--- config.mk ---
export PLATFORM = sky130hd
export DESIGN_NAME = flash_done_poller
export DESIGN_NICKNAME = d
export VERILOG_FILES = /design/src/rtl/poll_pkg.sv /design/src/rtl/poll_settle_timer.sv /design/src/rtl/poll_budget.sv /design/src/rtl/poll_status_eval.sv /design/src/rtl/flash_done_poller.sv
export SDC_FILE = /design/constraint.sdc
export NUM_CORES = 1
export LEC_CHECK = 0
export ABC_AREA = 1
export BUFFER_PORTS_ARGS = -buffer_cell sky130_fd_sc_hd__buf_4
export CAP_MARGIN = 5
export CORE_MARGIN = 1
export CORE_UTILIZATION = 55
export CTS_CLUSTER_SIZE = 10
export DETAILED_ROUTE_END_ITERATION = 16
export PLACE_DENSITY_LB_ADDON = 0.12
export SETUP_SLACK_MARGIN = 0.05
export SYNTH_ARGS = -nofsm -noshare
export SYNTH_HDL_FRONTEND = slang
export SYNTH_SLANG_ARGS = --single-unit
--- constraint.sdc ---
create_clock -name clk -period 6.05 [get_ports clk]
set_clock_uncertainty 0.2 [all_clocks]
set_input_delay 0.605 -clock clk [delete_from_list [all_inputs] [get_ports clk]]
set_output_delay 0.605 -clock clk [all_outputs]
set_load 0.005 [all_outputs]
--- src/rtl/poll_pkg.sv ---
package poll_pkg;

    // Status bit positions are fixed by the flash's status protocol.
    localparam int STS_BIT = 7;
    localparam int TGL_BIT = 6;

    typedef enum logic [2:0] {
        ST_IDLE,
        ST_POLL,
        ST_SETTLE,
        ST_VERIFY,
        ST_RECHK1,
        ST_RECHK2,
        ST_FIN
    } poll_state_t;

endpackage

--- src/rtl/poll_settle_timer.sv ---
module poll_settle_timer #(
    parameter int CYC = 100
) (
    input  logic clk,
    input  logic rst_n,
    input  logic load,
    output logic expire
);
    localparam int CW = $clog2(CYC + 1);

    logic [CW-1:0] cnt;

    always_ff @(posedge clk) begin
        if (!rst_n) begin
            cnt <= '0;
        end else if (load) begin
            cnt <= CW'(CYC);
        end else if (cnt != '0) begin
            cnt <= cnt - 1'b1;
        end
    end

    // Last cycle of the hold-off window
    assign expire = (cnt == CW'(1));

endmodule

--- src/rtl/poll_budget.sv ---
module poll_budget #(
    parameter int PW = 8
) (
    input  logic          clk,
    input  logic          rst_n,
    input  logic          clear,
    input  logic          tick,
    input  logic [PW-1:0] limit,
    output logic          last
);
    logic [PW-1:0] used;
    logic [PW:0]   limit_eff;

    assign limit_eff = (limit == '0) ? (PW+1)'(1) : {1'b0, limit};

    always_ff @(posedge clk) begin
        if (!rst_n) begin
            used <= '0;
        end else if (clear) begin
            used <= '0;
        end else if (tick) begin
            used <= used + 1'b1;
        end
    end

    // The next in-progress read would consume the final unit
    assign last = (({1'b0, used} + 1'b1) >= limit_eff);


    budget_bound_chk: assert property (@(posedge clk) disable iff (!rst_n)
        ({1'b0, used} < limit_eff));

endmodule

--- src/rtl/poll_status_eval.sv ---
module poll_status_eval
    import poll_pkg::*;
#(
    parameter int DW = 16
) (
    input  logic [DW-1:0] word,
    input  logic [DW-1:0] ref_word,
    input  logic          toggle_mode,
    input  logic          erase_mode,
    input  logic          have_prev,
    input  logic          prev_tgl,
    output logic          stopped,
    output logic          match
);
    logic data_done;
    logic tgl_done;

    always_comb begin
        if (erase_mode) begin
            data_done = word[STS_BIT];
        end else begin
            data_done = (word[STS_BIT] == ref_word[STS_BIT]);
        end
        tgl_done = have_prev && (word[TGL_BIT] == prev_tgl);
        stopped  = toggle_mode ? tgl_done : data_done;
        match    = (word == ref_word);
    end

endmodule

--- src/rtl/flash_done_poller.sv ---
module flash_done_poller
    import poll_pkg::*;
#(
    parameter int DW     = 16,
    parameter int AW     = 18,
    parameter int PW     = 8,
    parameter int CLK_HZ = 100_000_000
) (
    input  logic          clk,
    input  logic          rst_n,
    input  logic          start,
    input  logic          is_erase,
    input  logic          use_toggle,
    input  logic [DW-1:0] exp_data,
    input  logic [AW-1:0] tgt_addr,
    input  logic [PW-1:0] max_polls,
    output logic          rd_req,
    output logic [AW-1:0] rd_addr,
    input  logic          rd_ack,
    input  logic [DW-1:0] rd_data,
    output logic          busy,
    output logic          done,
    output logic          fail,
    output logic          timeout
);
    localparam int SETTLE_CYC = (CLK_HZ / 1_000_000 < 1) ? 1 : CLK_HZ / 1_000_000;

    poll_state_t state, state_nxt;

    logic          cap_erase;
    logic          cap_tog;
    logic [DW-1:0] cap_ref;
    logic [AW-1:0] cap_addr;
    logic [PW-1:0] cap_limit;
    logic          have_prev;
    logic          prev_tgl;
    logic          rechk_ok;
    logic          fail_q;
    logic          tout_q;

    logic accept;
    logic st_stopped;
    logic word_match;
    logic budget_last;
    logic budget_tick;
    logic enter_settle;
    logic settle_done;
    logic set_fail;
    logic set_tout;

    assign accept = (state == ST_IDLE) && start;

    poll_status_eval #(.DW(DW)) u_eval (
        .word        (rd_data),
        .ref_word    (cap_ref),
        .toggle_mode (cap_tog),
        .erase_mode  (cap_erase),
        .have_prev   (have_prev),
        .prev_tgl    (prev_tgl),
        .stopped     (st_stopped),
        .match       (word_match)
    );

    poll_budget #(.PW(PW)) u_budget (
        .clk   (clk),
        .rst_n (rst_n),
        .clear (accept),
        .tick  (budget_tick),
        .limit (cap_limit),
        .last  (budget_last)
    );

    poll_settle_timer #(.CYC(SETTLE_CYC)) u_timer (
        .clk    (clk),
        .rst_n  (rst_n),
        .load   (enter_settle),
        .expire (settle_done)
    );

    // State register
    always_ff @(posedge clk) begin
        if (!rst_n) begin
            state <= ST_IDLE;
        end else begin
            state <= state_nxt;
        end
    end

    // Transitions
    always_comb begin
        state_nxt    = state;
        budget_tick  = 1'b0;
        enter_settle = 1'b0;
        set_fail     = 1'b0;
        set_tout     = 1'b0;
        unique case (state)
            ST_IDLE: begin
                if (start) begin
                    state_nxt = ST_POLL;
                end
            end
            ST_POLL: begin
                if (rd_ack) begin
                    if (st_stopped) begin
                        state_nxt    = ST_SETTLE;
                        enter_settle = 1'b1;
                    end else if (budget_last) begin
                        state_nxt = ST_FIN;
                        set_tout  = 1'b1;
                    end else begin
                        budget_tick = 1'b1;
                    end
                end
            end
            ST_SETTLE: begin
                if (settle_done) begin
                    state_nxt = ST_VERIFY;
                end
            end
            ST_VERIFY: begin
                if (rd_ack) begin
                    state_nxt = word_match ? ST_FIN : ST_RECHK1;
                end
            end
            ST_RECHK1: begin
                if (rd_ack) begin
                    state_nxt = ST_RECHK2;
                end
            end
            ST_RECHK2: begin
                if (rd_ack) begin
                    state_nxt = ST_FIN;
                    set_fail  = !(rechk_ok && word_match);
                end
            end
            ST_FIN: begin
                state_nxt = ST_IDLE;
            end
            default: begin
                state_nxt = ST_IDLE;
            end
        endcase
    end

    // Captured request and per-operation tracking
    always_ff @(posedge clk) begin
        if (!rst_n) begin
            cap_erase <= 1'b0;
            cap_tog   <= 1'b0;
            cap_ref   <= '0;
            cap_addr  <= '0;
            cap_limit <= '0;
            have_prev <= 1'b0;
            prev_tgl  <= 1'b0;
            rechk_ok  <= 1'b0;
            fail_q    <= 1'b0;
            tout_q    <= 1'b0;
        end else begin
            if (accept) begin
                cap_erase <= is_erase;
                cap_tog   <= use_toggle;
                cap_ref   <= is_erase ? '1 : exp_data;
                cap_addr  <= tgt_addr;
                cap_limit <= max_polls;
                have_prev <= 1'b0;
                fail_q    <= 1'b0;
                tout_q    <= 1'b0;
            end
            if (state == ST_POLL && rd_ack) begin
                have_prev <= 1'b1;
                prev_tgl  <= rd_data[TGL_BIT];
            end
            if (state == ST_RECHK1 && rd_ack) begin
                rechk_ok <= word_match;
            end
            if (set_fail) begin
                fail_q <= 1'b1;
            end
            if (set_tout) begin
                tout_q <= 1'b1;
            end
        end
    end

    // Outputs
    always_comb begin
        rd_req  = (state == ST_POLL) || (state == ST_VERIFY) ||
                  (state == ST_RECHK1) || (state == ST_RECHK2);
        rd_addr = cap_addr;
        busy    = (state != ST_IDLE);
        done    = (state == ST_FIN);
        fail    = fail_q;
        timeout = tout_q;
    end


    req_hold_chk: assert property (@(posedge clk) disable iff (!rst_n)
        (rd_req && !rd_ack) |=> (rd_req && $stable(rd_addr)));


    idle_quiet_chk: assert property (@(posedge clk) disable iff (!rst_n)
        !busy |-> !rd_req);


    busy_start_ignored_chk: assert property (@(posedge clk) disable iff (!rst_n)
        (busy && start) |=> $stable(cap_addr));


    done_pulse_chk: assert property (@(posedge clk) disable iff (!rst_n)
        done |=> !done);


    flags_exclusive_chk: assert property (@(posedge clk) disable iff (!rst_n)
        !(fail && timeout));


    timeout_on_read_chk: assert property (@(posedge clk) disable iff (!rst_n)
        $rose(timeout) |-> $past(rd_ack));

endmodule

==> impl_metrics.ini <==
[outcome]
status = completed

[floorplanning]
num_io_pins = 87
floorplan.initialDensity_pct = 57.6
die-area_um2 = 6140
core_um2 = 5570
die_h_um = 78.4
placementRows = 27
dieWidth_um = 78.4

[sta]
relSlewSlack_pct = 21.8
fmax_mhz = 388
setup_ws_ps = 3470
drv_slew = 0
rsz0062_at_grt = no
tightest_slew_ps = 1170
setup_viol = 0
post-route-min-period_ps = 2580
hold-worst-slack_ps = 266
finalCritPeriodShare_pct = 42.7
hold_viol = 0
setup_tns_ps = 0

[setup_path]
path_depth = 14
crit_type = flip-flop to flip-flop
r2r_cells = 14
critPathMaxStageDelay_ps = 410
cp.buffers_inverters = 1
r2r_start = u_budget.used[0]
rr_endpoint = u_budget.used[7]
worstSetupStartpointType = flip-flop
crit_top_cell = nand2_1
arrival_ps = 2620
crit_fanout = 16
cp_data_required_time_ps = 6090
r2r_slack_ps = 3470
slowest_stage = dfxtp_1
cp_top_family = simple AND/OR/NAND/NOR gates
crit_chain = ha_1 -> nand3_1 -> xor2_1 -> ha_1 -> nand2_1 -> inv_1 -> nand2_1 -> nand3_1 -> nand2_1 -> nand2_1 -> nand2_1 -> nand4_4 -> o21bai_1 -> nor2_1
cp-startpoint = u_budget.used[0]
endpoint_kind = flip-flop

[synthesis]
synth_nets = 508
synth-seq-cells = 67
synth.distinct_cells = 36
synth.area.top_cells = dfxtp_1 (42%), nand2_1 (12%), a21oi_1 (6.4%)
syn_area_per_cell_um2 = 7.41
synth.top_cell.area_share_pct = 41.8
syn_inst = 433
yosysTopAreaCell = dfxtp_1
synth.cell_area_um2 = 3210
seq_area_frac_synth_pct = 41.8
yosysWarnings = 0

[placement]
portBuffers = 86
dp.cells = 574
place_ws_ps = 3350
place_hpwl_um = 5100
gp_congestion = 0.844

[clock_tree]
cts_hold_buf = 0
cts_tree = done
clk_latency_ps = 350
cts_buffers = 9
cts_sinks = 67
post-cts-setup-buffer-count = 0
h-tree-depth = 3
clockRootBuffer = clkbuf_8
cts_resized = 0
clk_pin_slew_ps = 70
clockBufferDepth = 2

[final_layout]
mostFrequentLayoutCell = nand2_1
final_util_pct = 73.9
nets = 588
most-common-layout-cells = nand2_1 (104), buf_4 (86), dfxtp_1 (67)
drive_above_1_share_pct = 22.8
synthToLayoutAreaGrowth_pct = 28.4
final_cells = 590
antennaDiodeCount = 0

[grt]
antenna_found_initial = 0
grt_max_degree = 44
grt_pass1_vias = 2906
grt_overflow = 0
grt_pass1_wl_um = 12000
grt_usage_pct = 25.2

[drt]
routed_wl_um = 7220
drtAntennaViolNets = 0
avgViaCountPerCell = 5.12
vias = 3018
wl_per_cell_um = 12.2
drtIter0Drc = 155
drt_pass1_iterations = 4
drcViolationCount = 0

[pwr]
cellPowerDensity_nw_per_um2 = 417
p_leak_uw = 0.00185
vdd_drop_max_v = 0.000243

[hold_path]
hold_path.class = flip-flop to flip-flop
min_from = u_timer.cnt[6]
hold_end = u_timer.cnt[6]
hold_depth = 2

[run]
drv_cap = 0
-- report_power, final --
group | total, uW | internal (uW) | switching, uW
clock | 493 | 314 | 179
sequential | 615 | 547 | 68.9
combinational | 611 | 255 | 356
-- registers in the layout, indices dropped and copies added (netlist names) --
| signal | flops |
|---|---|
| have_prev | 1 |
| cap_limit | 8 |
| u_budget.used | 8 |
| cap_tog | 1 |
| prev_tgl | 1 |
| rechk_ok | 1 |
| u_timer.cnt | 7 |
| rd_addr | 18 |
| state | 3 |
| cap_erase | 1 |
| cap_ref | 16 |
| timeout | 1 |
| fail | 1 |
-- metal layers --
layer  track usage (%)  vias up  share of wire, %
met4              11.7        0               2.0
met2              43.3       83                47
li1                  -     1568                 -
met1              28.6     1357                44
met5                 0        -                 0
met3              7.56       10               6.8
-- Yosys cell counts, drive strengths merged --
cell type and count:
nand2 107, clkbuf 9, a22oi 1, nand3 12, o21ai 47, dfxtp 67
o21bai 2, a31oi 3, o22ai 1, nor2 40, xor2 7, nor3 5
o31ai 1, xnor2 16, or2 1, a21oi 41, buf 8, o41ai 1
inv 43, nand4 7, ha 11, a211oi 1, nand3b 2
-- cells by family (layout without fill, tap and decap cells) --
logic type               after synthesis  after routing  synth area share (%)
flip-flops                            67             67                  41.8
AND/OR/NAND/NOR                      174            174                  23.1
buffers and inverters                 60            145                  7.76
AO/OA/AOI/OAI                         98             98                  16.7
XOR/XNOR                              23             23                  6.28
adder cells (fa/ha/maj)               11             11                  4.29
-- worst min-delay path, stage by stage (launching register included) --
cell and delay, ps:
dfxtp_1 310, o31ai_1 60, a21oi_1 60
-- per-stage QoR --
stage	area, um2	power, uW
finish	4120	1720
global route	4120	1850
CTS	4120	1720
detailed placement	3860	1230
global placement	3860	1210
floorplan	3210	1070
-- worst max-delay path by stage --
stage / to / slack, ps
after floorplan: u_budget.used[7] / 3740
after global placement: cap_ref[5] / 3480
after detailed placement: cap_ref[2] / 3350
after CTS: u_budget.used[7] / 3470
after global routing: cap_ref[0] / 3160
final: u_budget.used[7] / 3470
-- layout make-up --
class	count	area, um2
sequential	67	1340
clock buffer	9	124
inverter	43	161
fill	453	1450
multi-input combinational	306	1620
tap	72	90.1
clock inverter	7	140
timing repair buffer	86	646
Power figures use the tool's default switching activity.
